$ cat config.mk
export PLATFORM = sky130hd
export DESIGN_NAME = irq_src_bank
export DESIGN_NICKNAME = d
export VERILOG_FILES = /design/src/rtl/irq_bank_pkg.sv /design/src/rtl/irq_src_slot.sv /design/src/rtl/irq_ack_route.sv /design/src/rtl/irq_src_bank.sv
export SDC_FILE = /design/constraint.sdc
export NUM_CORES = 2
export LEC_CHECK = 0
export BUFFER_PORTS_ARGS = -buffer_cell sky130_fd_sc_hd__buf_2
export CORE_MARGIN = 4
export CORE_UTILIZATION = 35
export CTS_BUF_LIST = sky130_fd_sc_hd__clkbuf_8 sky130_fd_sc_hd__clkbuf_16
export DETAILED_ROUTE_END_ITERATION = 6
export PLACE_DENSITY = 0.55
export SYNTH_ARGS = -nofsm -noshare
export SYNTH_HDL_FRONTEND = slang
export SYNTH_SLANG_ARGS = --single-unit
$ cat constraint.sdc
create_clock -name clk -period 3.13 [get_ports clk]
set_input_delay 0.313 -clock clk [delete_from_list [all_inputs] [get_ports clk]]
set_output_delay 0.313 -clock clk [all_outputs]
set_load 0.005 [all_outputs]
$ cat src/rtl/irq_bank_pkg.sv
package irq_bank_pkg;

  typedef enum logic [1:0] {
    SRC_GENERAL   = 2'd0,
    SRC_INTERNAL  = 2'd1,
    SRC_TIMER_IPI = 2'd2
  } src_kind_e;

  // control word field positions
  localparam int VEC_LSB  = 0;
  localparam int PRIO_LSB = 16;
  localparam int PRIO_W   = 4;
  localparam int SENSE_B  = 22;
  localparam int POL_B    = 23;
  localparam int ACT_B    = 30;
  localparam int MASK_B   = 31;

  function automatic src_kind_e kind_of(input int idx, input int ext_end, input int int_end);
    if (idx < ext_end)      return SRC_GENERAL;
    else if (idx < int_end) return SRC_INTERNAL;
    else                    return SRC_TIMER_IPI;
  endfunction

endpackage

$ cat src/rtl/irq_src_slot.sv
module irq_src_slot
  import irq_bank_pkg::*;
#(
  parameter src_kind_e   KIND     = SRC_GENERAL,
  parameter bit          IS_IPI   = 1'b0,
  parameter int          NUM_CPU  = 4,
  parameter int          VEC_W    = 8,
  parameter logic [31:0] CTRL_RST = 32'h8000_0000,
  parameter logic [31:0] DEST_RST = 32'h0000_0001
) (
  input  logic               clk,
  input  logic               rst,
  input  logic               ctrl_we,
  input  logic               dest_we,
  input  logic [31:0]        wdata,
  input  logic               line,
  input  logic [NUM_CPU-1:0] ack_hit,
  output logic [31:0]        ctrl_o,
  output logic [NUM_CPU-1:0] dest_o,
  output logic               pending_o,
  output logic               level_o
);

  localparam logic [31:0] ACT_M   = 32'd1 << ACT_B;
  localparam logic [31:0] SENSE_M = 32'd1 << SENSE_B;
  localparam logic [31:0] POL_M   = 32'd1 << POL_B;
  localparam logic [31:0] WMASK   = (32'd1 << MASK_B) | SENSE_M | POL_M
                                  | (((32'd1 << PRIO_W) - 32'd1) << PRIO_LSB)
                                  | (((32'd1 << VEC_W) - 32'd1) << VEC_LSB);
  localparam logic [31:0] RST_EFF = ((KIND == SRC_INTERNAL) ? (CTRL_RST | POL_M) : CTRL_RST) & ~ACT_M;

  logic [31:0]        ctrl_q, ctrl_w, ctrl_base, ctrl_n;
  logic [NUM_CPU-1:0] dest_q, dest_base, dest_n;
  logic               pend_q, line_q, pend_n, act_n;
  logic               ack_any, refire, rise;

  always_comb begin
    unique case (KIND)
      SRC_GENERAL:  level_o = ctrl_q[SENSE_B];
      SRC_INTERNAL: level_o = 1'b1;
      default:      level_o = 1'b0;
    endcase
  end

  always_comb begin
    ctrl_w = (ctrl_q & ACT_M) | (wdata & WMASK);
    if (KIND == SRC_INTERNAL)  ctrl_w = ctrl_w & ~SENSE_M;
    if (KIND == SRC_TIMER_IPI) ctrl_w = ctrl_w & ~(SENSE_M | POL_M);
  end

  always_comb begin
    ctrl_base = ctrl_we ? ctrl_w : ctrl_q;
    dest_base = dest_we ? wdata[NUM_CPU-1:0] : dest_q;
    ack_any   = |ack_hit;
    dest_n    = IS_IPI ? (dest_base & ~ack_hit) : dest_base;
    refire    = IS_IPI && ack_any && (|dest_n) && !level_o;
    rise      = line && !line_q;
    pend_n    = level_o ? line : (refire || rise || (pend_q && !ack_any));
    act_n     = pend_n && !ctrl_base[MASK_B];
    ctrl_n    = ctrl_base;
    ctrl_n[ACT_B] = act_n;
  end

  always_ff @(posedge clk) begin
    if (rst) begin
      ctrl_q <= RST_EFF;
      dest_q <= DEST_RST[NUM_CPU-1:0];
      pend_q <= 1'b0;
      line_q <= 1'b0;
    end else begin
      ctrl_q <= ctrl_n;
      dest_q <= dest_n;
      pend_q <= pend_n;
      line_q <= line;
    end
  end

  assign ctrl_o    = ctrl_q;
  assign dest_o    = dest_q;
  assign pending_o = pend_q;

  // level slots: pending tracks the line one edge later
  p_level_follow_r6: assert property (@(posedge clk) disable iff (rst)
    level_o |=> (pending_o == $past(line)));

  generate
    if (KIND == SRC_INTERNAL) begin : g_int_chk
      p_int_sense_clr_r3: assert property (@(posedge clk) disable iff (rst)
        ctrl_we |=> !ctrl_o[SENSE_B]);
    end
    if (KIND == SRC_TIMER_IPI) begin : g_tmr_chk
      p_tmr_bits_clr_r4: assert property (@(posedge clk) disable iff (rst)
        ctrl_we |=> (!ctrl_o[SENSE_B] && !ctrl_o[POL_B]));
    end
    if (!IS_IPI) begin : g_edge_chk
      p_edge_ack_clr_r7: assert property (@(posedge clk) disable iff (rst)
        (ack_any && !level_o && !(line && !line_q)) |=> (!pending_o && !ctrl_o[ACT_B]));
    end else begin : g_ipi_chk
      p_ipi_dest_clr_r8: assert property (@(posedge clk) disable iff (rst)
        (ack_any && !dest_we) |=> ((dest_o & $past(ack_hit)) == '0));
    end
  endgenerate

endmodule

$ cat src/rtl/irq_ack_route.sv
module irq_ack_route #(
  parameter int NUM_SRC = 32,
  parameter int NUM_CPU = 4,
  parameter int VEC_W   = 8,
  parameter int IDX_W   = 5
) (
  input  logic [NUM_CPU-1:0]         ack_req,
  input  logic [NUM_CPU*IDX_W-1:0]   ack_idx,
  input  logic [NUM_SRC*VEC_W-1:0]   vec_all,
  output logic [NUM_SRC*NUM_CPU-1:0] hit,
  output logic [NUM_CPU*VEC_W-1:0]   ack_vec
);

  generate
    for (genvar c = 0; c < NUM_CPU; c++) begin : g_cpu
      logic [IDX_W-1:0] sel;
      assign sel = ack_idx[c*IDX_W +: IDX_W];
      assign ack_vec[c*VEC_W +: VEC_W] =
        (32'(sel) < NUM_SRC) ? vec_all[32'(sel)*VEC_W +: VEC_W] : '0;
      for (genvar s = 0; s < NUM_SRC; s++) begin : g_src
        assign hit[s*NUM_CPU + c] = ack_req[c] && (sel == IDX_W'(s));
      end
    end
  endgenerate

endmodule

$ cat src/rtl/irq_src_bank.sv
module irq_src_bank
  import irq_bank_pkg::*;
#(
  parameter int          NUM_SRC  = 32,
  parameter int          EXT_END  = 16,
  parameter int          INT_END  = 24,
  parameter int          IPI_BASE = 28,
  parameter int          NUM_CPU  = 4,
  parameter int          VEC_W    = 8,
  parameter logic [31:0] CTRL_RST = 32'h8000_0000,
  parameter logic [31:0] DEST_RST = 32'h0000_0001,
  localparam int         IDX_W    = $clog2(NUM_SRC)
) (
  input  logic                       clk,
  input  logic                       rst,
  input  logic                       wr_en,
  input  logic                       wr_dest,
  input  logic [IDX_W-1:0]           wr_idx,
  input  logic [31:0]                wr_data,
  input  logic                       rd_dest,
  input  logic [IDX_W-1:0]           rd_idx,
  output logic [31:0]                rd_data,
  input  logic [NUM_SRC-1:0]         irq_in,
  input  logic [NUM_CPU-1:0]         ack_req,
  input  logic [NUM_CPU*IDX_W-1:0]   ack_idx,
  output logic [NUM_CPU*VEC_W-1:0]   ack_vec,
  output logic [NUM_SRC-1:0]         src_pending,
  output logic [NUM_SRC-1:0]         src_level
);

  logic [31:0]                ctrl_all [NUM_SRC];
  logic [NUM_CPU-1:0]         dest_all [NUM_SRC];
  logic [NUM_SRC*VEC_W-1:0]   vec_all;
  logic [NUM_SRC*NUM_CPU-1:0] hit;

  irq_ack_route #(
    .NUM_SRC(NUM_SRC), .NUM_CPU(NUM_CPU), .VEC_W(VEC_W), .IDX_W(IDX_W)
  ) u_route (
    .ack_req (ack_req),
    .ack_idx (ack_idx),
    .vec_all (vec_all),
    .hit     (hit),
    .ack_vec (ack_vec)
  );

  generate
    for (genvar i = 0; i < NUM_SRC; i++) begin : g_slot
      localparam src_kind_e K = kind_of(i, EXT_END, INT_END);
      logic hit_we;
      assign hit_we = wr_en && (wr_idx == IDX_W'(i));

      irq_src_slot #(
        .KIND(K), .IS_IPI(i >= IPI_BASE), .NUM_CPU(NUM_CPU), .VEC_W(VEC_W),
        .CTRL_RST(CTRL_RST), .DEST_RST(DEST_RST)
      ) u_slot (
        .clk       (clk),
        .rst       (rst),
        .ctrl_we   (hit_we && !wr_dest),
        .dest_we   (hit_we && wr_dest),
        .wdata     (wr_data),
        .line      (irq_in[i]),
        .ack_hit   (hit[i*NUM_CPU +: NUM_CPU]),
        .ctrl_o    (ctrl_all[i]),
        .dest_o    (dest_all[i]),
        .pending_o (src_pending[i]),
        .level_o   (src_level[i])
      );

      assign vec_all[i*VEC_W +: VEC_W] = ctrl_all[i][VEC_W-1:0];
    end
  endgenerate

  always_ff @(posedge clk) begin
    if (rst) begin
      rd_data <= '0;
    end else if (32'(rd_idx) >= NUM_SRC) begin
      rd_data <= '0;
    end else if (rd_dest) begin
      rd_data <= {{(32-NUM_CPU){1'b0}}, dest_all[rd_idx]};
    end else begin
      rd_data <= ctrl_all[rd_idx];
    end
  end

endmodule

# Yosys cells after proc, flatten, opt, wreduce, memory -nomap -nowiden
# Cells that the tools add are included.
# W data, S select, Z words.
# classes
add_sub_neg	0
mul	0
div_mod_pow	0
magnitude_cmp	1
n_eq_ne	123
shifts	4
muxes	59
bitwise	41
reduce_logical	419
# ops
operator	n
$mux W32	34
$or A31 B32 Y32	32
$shiftx A256 B9 Y8	4
$logic_and A1 B1 Y1	276
$eq A5 B5 Y1 const B	48
$eq A5 B4 Y1 const B	40
$bmux W32 S5	1
$reduce_or A4 Y1	28
$eq A5 B3 Y1 const B	20
$logic_not A1 Y1	81
$eq A5 B2 Y1 const B	10
$logic_or A1 B1 Y1	28
$mux W4	7
$eq A5 B1 Y1 const B	5
$logic_not A5 Y1	5
$bmux W4 S5	1
$and A4 B4 Y4	4
$mux W1	16
$not A4 Y4	4
$ge A6 B6 Y1 const B	1
$not A5 Y6	1
$reduce_or A2 Y1	1
# word_totals
register_bits	1216
latch_bits	0
ram_bits	0
romBits	0
elab_cells	801
memories	0

# Longest topological paths before layout
# logic_depth
ltp_word	10
ltp_mapped	9
mapped_depth_nobuf	5

# By module
# From an unflattened synthesis, not the netlist that was laid out.
# unflattened
cells_unflattened	4644
hier_area_um2	48849.4
# by_module_without_submodules
mod	n_inst	cells_per_inst	area_per_inst_um2
irq_src_slot (g_slot[0].u_slot ...)	16	91	930.9
irq_src_bank	1	741	10251.1
irq_ack_route	1	1059	9715.6
irq_src_slot (g_slot[16].u_slot ...)	8	84	857.1
irq_src_slot (g_slot[28].u_slot ...)	4	93	913.4
irq_src_slot (g_slot[24].u_slot ...)	4	86	869.6

# Worst setup path before layout
# Ideal clock, no wire load.
# synth_timing
kind	input port to output port
from	in ack_idx[10]
to	out ack_vec[16]
t_arrival_ns	2.099
required_ns	2.817
slack_ns	0.718
stages	4
n_path_buf	1
path_cell_list	buf_1 mux4_2 mux4_2 mux2_2
# synth_between
elab_chain_len	1
# synth_rtl
item	line_no	text
start: declaration	irq_src_bank.sv:25	input logic [NUM_CPU*IDX_W-1:0] ack_idx,
$shiftx A256 B9 Y8	irq_ack_route.sv:19	(32'(sel) < NUM_SRC) ? vec_all[32'(sel)*VEC_W +: VEC_W] : '0;
end: declaration	irq_src_bank.sv:26	output logic [NUM_CPU*VEC_W-1:0] ack_vec,
# No other way between the ends.

# Worst setup path in the final report
# layout_timing
from	in ack_idx[15]
to	out ack_vec[31]
# Same word-level chain as after synthesis.

==> results.txt <==
A synthesized cell averages slightly below 10 um2. The clock skew is roughly 0.029 ns. The tree is rooted in a clkbuf_16. The leakage component of the power came out at between 15 and 20 nW.

Wires add up to 149 mm. Static timing analysis puts the maximum clock frequency at approximately 340 MHz. In the post-synthesis netlist, the cell with the most instances is nand2_1. The design draws roughly 0.020 W. The largest single stage delay on the critical path is 0.54 ns.

The worst setup path is of the input port to output port kind. The number of storage elements in the synthesis netlist is 688. The number of nets with antenna violations after detailed routing is 0. After synthesis, the cell types taking the most area are dfxtp_1, mux4_2, nand2_1. The number of enable flip-flop cells after synthesis came out at 0. The top-level I/O count came out at about 230. The area overhead of the layout relative to synthesis came out at 14.5%. The share of the clock period used by the worst path came out at between 90% and 100%. The number of setup violations in the final report came out at 0.

After detailed routing, the number of vias per cell comes to 6.01. The number of violations of the max-capacitance limit came out at 0. The slowest stage of the critical path is the mux4_2 cell. For this block, the initial DRC count from the detailed router was around 4200.

The cell depth of the worst setup path came out at 6. The number of max-slew violations in the final report came out at 0. The cell count after synthesis came out at 3961.

The maximum buffer depth of the clock tree is 3. The via count is between 30000 and 40000. The peak supply drop is roughly 0.38 mV. Of all nets on the critical path, the largest fanout is 24. At the end of routability-driven placement, the weighted congestion stood at about 0.91. The flow ran to the end, but the final reports show violations. The later pin in the worst-skew pair is clocked with a latency of roughly 0.67 ns. Counting every sink on the clock net gives around 690. The post-synthesis cell area came out at ~39000 um2. The combined buffer and inverter count along the critical path came out at 3. The remaining global-route overflow is 0. The number of inserted filler cells in the final layout is about 11000. The sequential cell area in the final layout came out at between 10000 and 15000 um2. After floorplanning, the core was sized to cover approximately 110000 um2.

The share of flip-flops with an asynchronous set or reset after synthesis came out at 0%. The number of synthesis warnings is 0. The clock transition at the registers of the reported paths came out at around 0.060 ns. The fraction of layout cells with a size suffix above 1 came out at ~26%.

The footprint of the multi-input gates came out at between 20000 and 25000 um2. The largest net degree at the start of global routing came out at between 200 and 250. The total number of H-tree levels came out at 3. The total track usage came out at approximately 25%. The post-detailed-route DRC marker count came out at 1. The full die area came out at 116000 um2. The transition time of the tightest slew-check pin is 1.10 ns. The die is 340 um tall. The number of antenna violations at the first check in global routing is 6.

The worst setup path is captured at an output port. The endpoint arrival time on the critical path came out at roughly 2.7 ns. The HPWL after detailed placement came out at between 90 and 100 mm. In this run the worst hold path is classified as input port to flip-flop.

The mean routed wirelength per cell came out at 26.9 um. The floorplan has between 100 and 150 rows. Of all cell types, the one taking the most synthesized area is dfxtp_1. Traced cell by cell, the critical path runs through buf_4 > buf_12 > mux4_2 > mux4_2 > mux2_2 > buf_2. Setup repair after global routing left no endpoint under its margin. Among cell families on the critical path, the largest total delay comes from multiplexers.

The TritonCTS buffer count is 80. The power per cell area came out at 461 nW/um2. The starting utilization of the core area came out at a little over a third. The depth of the worst register-to-register path came out at 4. The final count of hold timing violations is 0. During placement, the flow inserted port buffers numbering 181.

By count the netlist is led by nand2_1, dfxtp_1, a21oi_1. The worst setup path is launched from an input port. The worst hold path passes through 3 cells. The primary flip-flop cell chosen by synthesis mapping is dfxtp_1.

The first global-routing pass estimated around 220 mm of wire. The die outline width is roughly 340 um. The setup TNS after final layout is 0 ns.

The worst endpoint required time came out at around 2.8 ns. For this run, the detailed router's first-pass iteration total came to 7. The sequential element share of the synthesized area is between 30% and 40%. The number of global-route vias before repair came out at ~32000.

The most prevalent standard cell on the critical path is mux4_2. TritonCTS built the clock tree. The clock period minus final worst setup slack is around 3.0 ns. The fraction of post-synthesis cell area in the top cell type by area came out at ~36%. The tightest slew margin relative to the limit came out at a little over a quarter. The synthesized netlist contains 55 unique library cells. The setup slack of the most critical reg-to-reg path came out at between 0.8 and 0.9 ns. The checks that failed: design-rule violations. The final-stage net count is 4112.
## placed cells by master, fill, tap and decap left out, types with 21 or more instances in the layout
cell type      count
a21oi_1          544
nor2_1            96
inv_1             35
conb_1            32
buf_4            163
mux2i_1           32
nand3b_1          37
nand2b_1          42
nand3_1          165
mux4_2           489
nand2_1          974
and3_1            21
a211o_1           32
mux2_2            40
clkbuf_16         81
o21ai_0           45
buf_12            33
buf_2            170
nor2b_1           71
dfxtp_1          688
a22oi_1           26
dlygate4sd3_1     41
## flip-flops by register name, indices dropped and copies added, names as in the netlist
register	count
g_slot.u_slot.ctrl_o	488
g_slot.u_slot.line_q	24
g_slot.u_slot.dest_o	128
rd_data	16
g_slot.u_slot.pending_o	32
## routing by layer
| layer | share of wire [%] | GRT usage (%) | up-vias |
|---|---|---|---|
| li1 | - | - | 14400 |
| met1 | 41 | 34.8 | 16600 |
| met2 | 43 | 36.9 | 2091 |
| met3 | 12 | 7.95 | 330 |
| met4 | 3.8 | 8.44 | 4 |
| met5 | 0.069 | 0.583 | - |
## logic make-up after synthesis
family	share of synthesized area, %
and+or+nand+nor	17.4
AOI/OAI and AO/OA	10.1
DFF	35.7
muxes	30.6
buffers and inverters	6.19
other	0.0195
## stage by stage
| stage | setup slack (ns) | area (um2) | hold slack, ns | util (%) | std cells |
|---|---|---|---|---|---|
| after global placement | 0.170 | 41100 | 0.437 | 37.6 | 5362 |
| after CTS | 0.155 | 44200 | 0.0245 | 40.5 | 5549 |
| after floorplan | 0.718 | 38700 | 0.427 | - | 3991 |
| after detailed placement | 0.164 | 41100 | 0.444 | 37.6 | 5362 |
| final | 0.152 | 44200 | 0.0620 | 40.5 | 5550 |
| after global routing | 0.0748 | 44200 | 0.0682 | 40.5 | 5549 |
## tightest hold or removal path: cells and delay by family
kind | cells | cell delay (ns)
compound gates | 1 | 0.05
buf+inv | 1 | 0.21
simple gates | 1 | 0.10
## area by class of cell
cell class | count | share of cell area, %
inverter | 19 | 0.162
sequential | 688 | 31.2
multi-input combinational | 2810 | 51.2
antenna | 1 | 0.00567
clock inverter | 52 | 1.03
clock buffer | 94 | 5.00
timing repair buffer | 410 | 7.22
tap | 1476 | 4.18
## report_power, final
| group | switching [W] | total, W | internal (W) |
|---|---|---|---|
| clock | 0.00407 | 0.00954 | 0.00547 |
| sequential | 0.0000534 | 0.00890 | 0.00884 |
| combinational | 0.00123 | 0.00191 | 0.000679 |
## path summary, 6_finish.rpt
check	endpoint	startpoint
min	g_slot[9].u_slot.ctrl_o[22]	wr_data[22]
max reg2reg	rd_data[3]	g_slot[8].u_slot.ctrl_o[3]
min reg2reg	g_slot[26].u_slot.ctrl_o[18]	g_slot[26].u_slot.ctrl_o[18]
max	ack_vec[31]	ack_idx[15]
## what timing repair did
action | CTS | global route
setup buffers | 0 | 0
hold buffers | 41 | 0
resized for setup | 0 | 0
hold endpoints to repair | 73 | 0
Note: power is estimated with default switching activity, not from simulation.
